[src/rtl/lsa_pkg.sv]
package lsa_pkg;
  typedef enum logic [1:0] {
    SZ_BYTE = 2'd0,
    SZ_HALF = 2'd1,
    SZ_FULL = 2'd2,
    SZ_RSVD = 2'd3
  } lsa_size_e;
endpackage

[src/rtl/lsa_align_check.sv]
module lsa_align_check #(
  parameter int LANES  = 4,
  parameter int OFFS_W = 2
) (
  input  lsa_pkg::lsa_size_e size,
  input  logic [OFFS_W-1:0]  off,
  output logic               misaligned
);
  import lsa_pkg::*;

  function automatic logic bad_align(lsa_size_e s, logic [OFFS_W-1:0] o);
    case (s)
      SZ_BYTE: return 1'b0;
      SZ_HALF: return o[0];
      SZ_FULL: return (o != '0);
      default: return 1'b1;
    endcase
  endfunction

  assign misaligned = bad_align(size, off);
endmodule

[src/rtl/lsa_store_lane.sv]
module lsa_store_lane #(
  parameter int DATA_W = 32,
  parameter int LANES  = DATA_W / 8,
  parameter int OFFS_W = 2
) (
  input  lsa_pkg::lsa_size_e size,
  input  logic [OFFS_W-1:0]  off,
  input  logic [DATA_W-1:0]  st_data,
  output logic [LANES-1:0]   be,
  output logic [DATA_W-1:0]  wdata
);
  import lsa_pkg::*;

  localparam int HALVES = LANES / 2;

  function automatic logic [LANES-1:0] lane_mask(lsa_size_e s, logic [OFFS_W-1:0] o);
    logic [LANES-1:0] one_lane;
    logic [LANES-1:0] two_lane;
    one_lane = {{(LANES-1){1'b0}}, 1'b1};
    two_lane = {{(LANES-2){1'b0}}, 2'b11};
    case (s)
      SZ_BYTE: return one_lane << o;
      SZ_HALF: return two_lane << o;
      SZ_FULL: return {LANES{1'b1}};
      default: return '0;
    endcase
  endfunction

  function automatic logic [DATA_W-1:0] spread(lsa_size_e s, logic [DATA_W-1:0] d);
    case (s)
      SZ_BYTE: return {LANES{d[7:0]}};
      SZ_HALF: return {HALVES{d[15:0]}};
      default: return d;
    endcase
  endfunction

  assign be    = lane_mask(size, off);
  assign wdata = spread(size, st_data);
endmodule

[src/rtl/lsa_load_extract.sv]
module lsa_load_extract #(
  parameter int DATA_W = 32,
  parameter int OFFS_W = 2
) (
  input  lsa_pkg::lsa_size_e size,
  input  logic [OFFS_W-1:0]  off,
  input  logic               uns,
  input  logic [DATA_W-1:0]  ld_word,
  output logic [DATA_W-1:0]  rdata
);
  import lsa_pkg::*;

  function automatic logic [DATA_W-1:0] extend(lsa_size_e s, logic u,
                                               logic [DATA_W-1:0] sh);
    logic fill;
    case (s)
      SZ_BYTE: begin
        fill = ~u & sh[7];
        return {{(DATA_W-8){fill}}, sh[7:0]};
      end
      SZ_HALF: begin
        fill = ~u & sh[15];
        return {{(DATA_W-16){fill}}, sh[15:0]};
      end
      default: return sh;
    endcase
  endfunction

  logic [DATA_W-1:0] shifted;
  assign shifted = ld_word >> {off, 3'b000};
  assign rdata   = extend(size, uns, shifted);
endmodule

[src/rtl/lsa_unit.sv]
module lsa_unit #(
  parameter int DATA_W = 32,
  parameter int ADDR_W = 32
) (
  input  logic                clk,
  input  logic                rst_n,
  input  logic                req_valid,
  input  logic                req_store,
  input  logic [1:0]          req_size,
  input  logic                req_unsigned,
  input  logic [ADDR_W-1:0]   req_addr,
  input  logic [DATA_W-1:0]   st_data,
  input  logic [DATA_W-1:0]   ld_word,
  output logic                rsp_valid,
  output logic                rsp_fault,
  output logic [DATA_W/8-1:0] rsp_be,
  output logic [DATA_W-1:0]   rsp_wdata,
  output logic [DATA_W-1:0]   rsp_rdata
);
  import lsa_pkg::*;

  localparam int LANES  = DATA_W / 8;
  localparam int OFFS_W = $clog2(LANES);

  lsa_size_e          size;
  logic [OFFS_W-1:0]  off;
  logic               unused_addr_hi;
  assign size           = lsa_size_e'(req_size);
  assign off            = req_addr[OFFS_W-1:0];
  assign unused_addr_hi = ^req_addr[ADDR_W-1:OFFS_W];

  // Named internal events for the assertions
  logic               ev_misaligned;
  logic [LANES-1:0]   ev_lane_be;
  logic [DATA_W-1:0]  ev_lane_wdata;
  logic [DATA_W-1:0]  ev_ext_rdata;
  logic               rsp_store;

  lsa_align_check #(.LANES(LANES), .OFFS_W(OFFS_W)) u_align (
    .size(size), .off(off), .misaligned(ev_misaligned)
  );

  lsa_store_lane #(.DATA_W(DATA_W), .LANES(LANES), .OFFS_W(OFFS_W)) u_store (
    .size(size), .off(off), .st_data(st_data),
    .be(ev_lane_be), .wdata(ev_lane_wdata)
  );

  lsa_load_extract #(.DATA_W(DATA_W), .OFFS_W(OFFS_W)) u_load (
    .size(size), .off(off), .uns(req_unsigned), .ld_word(ld_word),
    .rdata(ev_ext_rdata)
  );

  always_ff @(posedge clk or negedge rst_n) begin
    if (!rst_n) begin
      rsp_valid <= 1'b0;
      rsp_fault <= 1'b0;
      rsp_store <= 1'b0;
      rsp_be    <= '0;
      rsp_wdata <= '0;
      rsp_rdata <= '0;
    end else begin
      rsp_valid <= req_valid;
      rsp_store <= req_valid & req_store;
      rsp_fault <= req_valid & ev_misaligned;
      rsp_be    <= (req_valid && req_store && !ev_misaligned) ? ev_lane_be : '0;
      rsp_wdata <= (req_valid && req_store) ? ev_lane_wdata : '0;
      rsp_rdata <= (req_valid && !req_store && !ev_misaligned) ? ev_ext_rdata : '0;
    end
  end

  AST_IDLE_QUIET: assert property (@(posedge clk) disable iff (!rst_n)
    !rsp_valid |-> (rsp_be == '0 && !rsp_fault));
  AST_ONE_CYCLE: assert property (@(posedge clk) disable iff (!rst_n)
    req_valid |=> rsp_valid);
  AST_NO_STRAY_RSP: assert property (@(posedge clk) disable iff (!rst_n)
    !req_valid |=> !rsp_valid);
  AST_STORE_LANES: assert property (@(posedge clk) disable iff (!rst_n)
    (rsp_valid && rsp_store && !rsp_fault) |->
      ($countones(rsp_be) == 1 || $countones(rsp_be) == 2 ||
       $countones(rsp_be) == LANES));
  AST_FAULT_NO_WRITE: assert property (@(posedge clk) disable iff (!rst_n)
    rsp_fault |-> (rsp_be == '0 && rsp_rdata == '0));
  AST_LOAD_NO_BE: assert property (@(posedge clk) disable iff (!rst_n)
    (req_valid && !req_store) |=> (rsp_be == '0 && rsp_wdata == '0));
endmodule

[config.mk]
export PLATFORM = sky130hd
export DESIGN_NAME = lsa_unit
export DESIGN_NICKNAME = d
export VERILOG_FILES = /design/src/rtl/lsa_pkg.sv /design/src/rtl/lsa_align_check.sv /design/src/rtl/lsa_store_lane.sv /design/src/rtl/lsa_load_extract.sv /design/src/rtl/lsa_unit.sv
export SDC_FILE = /design/constraint.sdc
export NUM_CORES = 1
export LEC_CHECK = 0
export CORE_MARGIN = 2
export CORE_UTILIZATION = 56
export DETAILED_ROUTE_END_ITERATION = 7
export DONT_BUFFER_PORTS = 1
export PLACE_DENSITY = 0.74
export SYNTH_ARGS = -nofsm -noshare
export SYNTH_HDL_FRONTEND = slang
export SYNTH_SLANG_ARGS = --single-unit
[constraint.sdc]
create_clock -name clk -period 0.8 [get_ports clk]
set_input_delay 0.04 -clock clk [delete_from_list [all_inputs] [get_ports clk]]
set_output_delay 0.04 -clock clk [all_outputs]
set_load 0.01 [all_outputs]
==> out/metrics.cfg <==
[pwr]
combPwrFrac = 0.100
p_leak_uw = 0.001933
powerDensity_nw_per_um2 = 1969
swShare = 0.2297
power.internal_uw = 6015
power_frac_clock = 0.418
p_switching_uw = 1794
vdd_drop_max_uv = 1363
p_seq_frac = 0.482

[layout]
multi_input_area_um2 = 1256
layout.cells.non_filler = 417
fill_cells = 380
diodes = 0
nNetsFinal = 443
register_area_um2 = 1752
drive_above_1_share = 0.1275
syn_to_final_growth_pct = 28.56

[worst_setup_path]
arrival_ns = 1.20
cp-start-kind = input port
critPathCaptureType = flop
path_class = input port to flop
cp_max_fo = 39
worstPathRequired_ns = 1.06

[timing]
finalMaxSlewViolations = 0
relSlewSlack = 0.7816
period_minus_slack_ns = 0.9400
final-setup-viol-count = 20
hold_viol_final = 119
fmax_mhz = 1064
rsz0062_at_grt = yes
post-route-period-util = 1.175
hold_ws_ns = -0.6094
finalWorstSetupSlack_ns = -0.1400
worst_slew_pin_slew_ns = 0.3275

[clock_tree]
cts.clk_slew.worst_paths_ns = 0.08
cts_max_level = 3
cts_tree = done
clockRootBuffer = clkbuf_8
clock_path_buffers = 2
cts-hold-fix-buffers = 57
cts_buffers = 9
cts_sinks = 70

[floorplan]
dieWidth_um = 78.21
coreArea_um2 = 5405
io_pins = 173
row_count = 27
die-area_um2 = 6117
die_y_um = 78.21
initial_core_util = 0.5706

[yosys]
ys_ff_latch = 70
yosysWarnings = 0
synth_nets = 396
synth_area_leaders = dfrtp_1 (57%), mux2i_1 (11%), a21oi_1 (3.9%)
synthCells = 293
netlist_area_um2 = 3084
yosysTopAreaCell = dfrtp_1
netlist.area_leader.share = 0.5680
syn_avg_cell_area_um2 = 10.53
seq_area_frac_synth = 0.5680
yosysUniqueCellTypes = 31

[global_routing]
gr-total-overflow = 0
track_usage = 0.2920
grt_max_degree = 71
antenna_found_initial = 0
grt_pass1_vias = 2617
grt_pass1_wl_um = 13460

[status]
violations = hold timing, setup timing
status = finished, violations left

[place]
gp_congestion = 0.7519
dpl.cell_count = 346
dp_slack_ns = -0.5525
port_buffers = 0
dp_hpwl_um = 4886

[drt]
wire_per_inst_um = 20.63
drt_wl_total_um = 8601
drc = 0
first_iter_violations = 116
vias = 2509
drt-vias-per-instance = 6.017
antenna_left = 0
drtPass1Iterations = 4

[hold_path]
min_path_type = input port to async pin

[run]
drv_cap = 0

-- synthesized netlist by cell type --
master	n
a2111oi_0	1
a211oi_1	14
a21boi_0	1
a21oi_1	24
a311o_1	1
a32oi_1	1
and3_1	8
buf_1	2
buf_2	3
buf_6	2
clkbuf_1	19
dfrtp_1	70
inv_1	9
mux2_2	2
mux2i_1	33
nand2_1	26
nand2b_1	1
nand3b_1	1
nand4b_2	1
nor2_1	31
nor2b_1	8
nor3_1	2
nor3b_1	1
o211a_1	1
o21ai_0	18
o21ai_2	1
o2bb2ai_1	7
or2_2	2
or3_1	1
or4_4	1
xnor2_1	1
-- per-layer routing --
metal / part of all wire / vias up / GRT usage
li1: - / 1111 / -
met1: 0.39 / 1236 / 0.3791
met2: 0.49 / 141 / 0.4638
met3: 0.092 / 21 / 0.07701
met4: 0.027 / 0 / 0.1298
met5: 0 / - / 0
-- sequential cells by signal (all words and copies together), names as in the netlist --
name       count
rsp_wdata     32
rsp_fault      1
rsp_be         4
rsp_valid      1
rsp_rdata     32
-- timing repair --
action,in CTS,in global routing
pin swaps,4,6
buffers inserted,0,0
resized for setup,7,11
hold endpoints to repair,140,119
endpoints found under the setup margin,69,86
gates cloned,1,0
-- stage by stage --
step	power, uW	area (um2)	utilization	setup TNS [ns]
finish	7809	3965	0.7336	-1.870
global route	8072	3965	0.7336	-2.558
CTS	7810	3969	0.7343	-2.103
detailed placement	4311	3138	0.5806	-12.08
global placement	4300	3138	0.5806	-10.98
floorplan	4352	3194	-	-18.32
-- layout by cell type (no fill, tap or decap), drive strengths merged, types with 2 or more instances in the layout --
cell          count
bufinv            2
mux2i            33
a21oi            24
nand2            26
nor3              2
or4               2
dlymetal6s4s      3
inv               9
o2bb2ai           7
or2               2
dlygate4sd3      51
buf               7
nor2b             8
clkinv            2
mux2              2
dfrtp            70
a211oi           14
o21ai            19
and3              8
clkbuf           11
nor2             31
-- final cells by class --
type,count,area share
clock buffer,11,0.03818
clock inverter,5,0.02051
inverter,9,0.008520
multi-input combinational,189,0.3168
sequential,70,0.4418
tap,72,0.02272
timing repair buffer,61,0.1515
-- critical path: stages --
cell and delay (ns):
mux2i_2 0.14, o211a_1 0.27, or4_4 0.63, o21ai_1 0.11
-- cell families (layout without fill, tap and decap cells) --
kind of cell / after synthesis / in the layout / share of synthesized area
flip-flops: 70 / 70 / 0.5680
AO/OA/AOI/OAI: 69 / 69 / 0.1396
AND/OR/NAND/NOR: 83 / 84 / 0.1266
buffers and inverters: 35 / 86 / 0.04868
XOR/XNOR: 1 / 1 / 0.002840
multiplexers: 35 / 35 / 0.1144
-- power by group through the flow --
stage          Clock (uW)  Combinational [uW]  Sequential [uW]
6_report             3260                 783             3760
3_5_place_dp            0                 482             3830
5_1_grt              3450                 851             3770
4_1_cts              3290                 760             3760
3_3_place_gp            0                 471             3830
2_1_floorplan           0                 541             3810
-- final timing paths --
check	cells past startpoint	endpoint	slack, ns	start
setup / recovery	4	rsp_rdata[16]	-0.14	req_addr[0]
hold / removal	0	rsp_wdata[21]	-0.61	rst_n
max in group asynchronous	0	rsp_rdata[7]	1.30	rst_n
min in group clk	1	rsp_be[0]	-0.23	req_addr[0]
(Power assumes the default switching activity.)
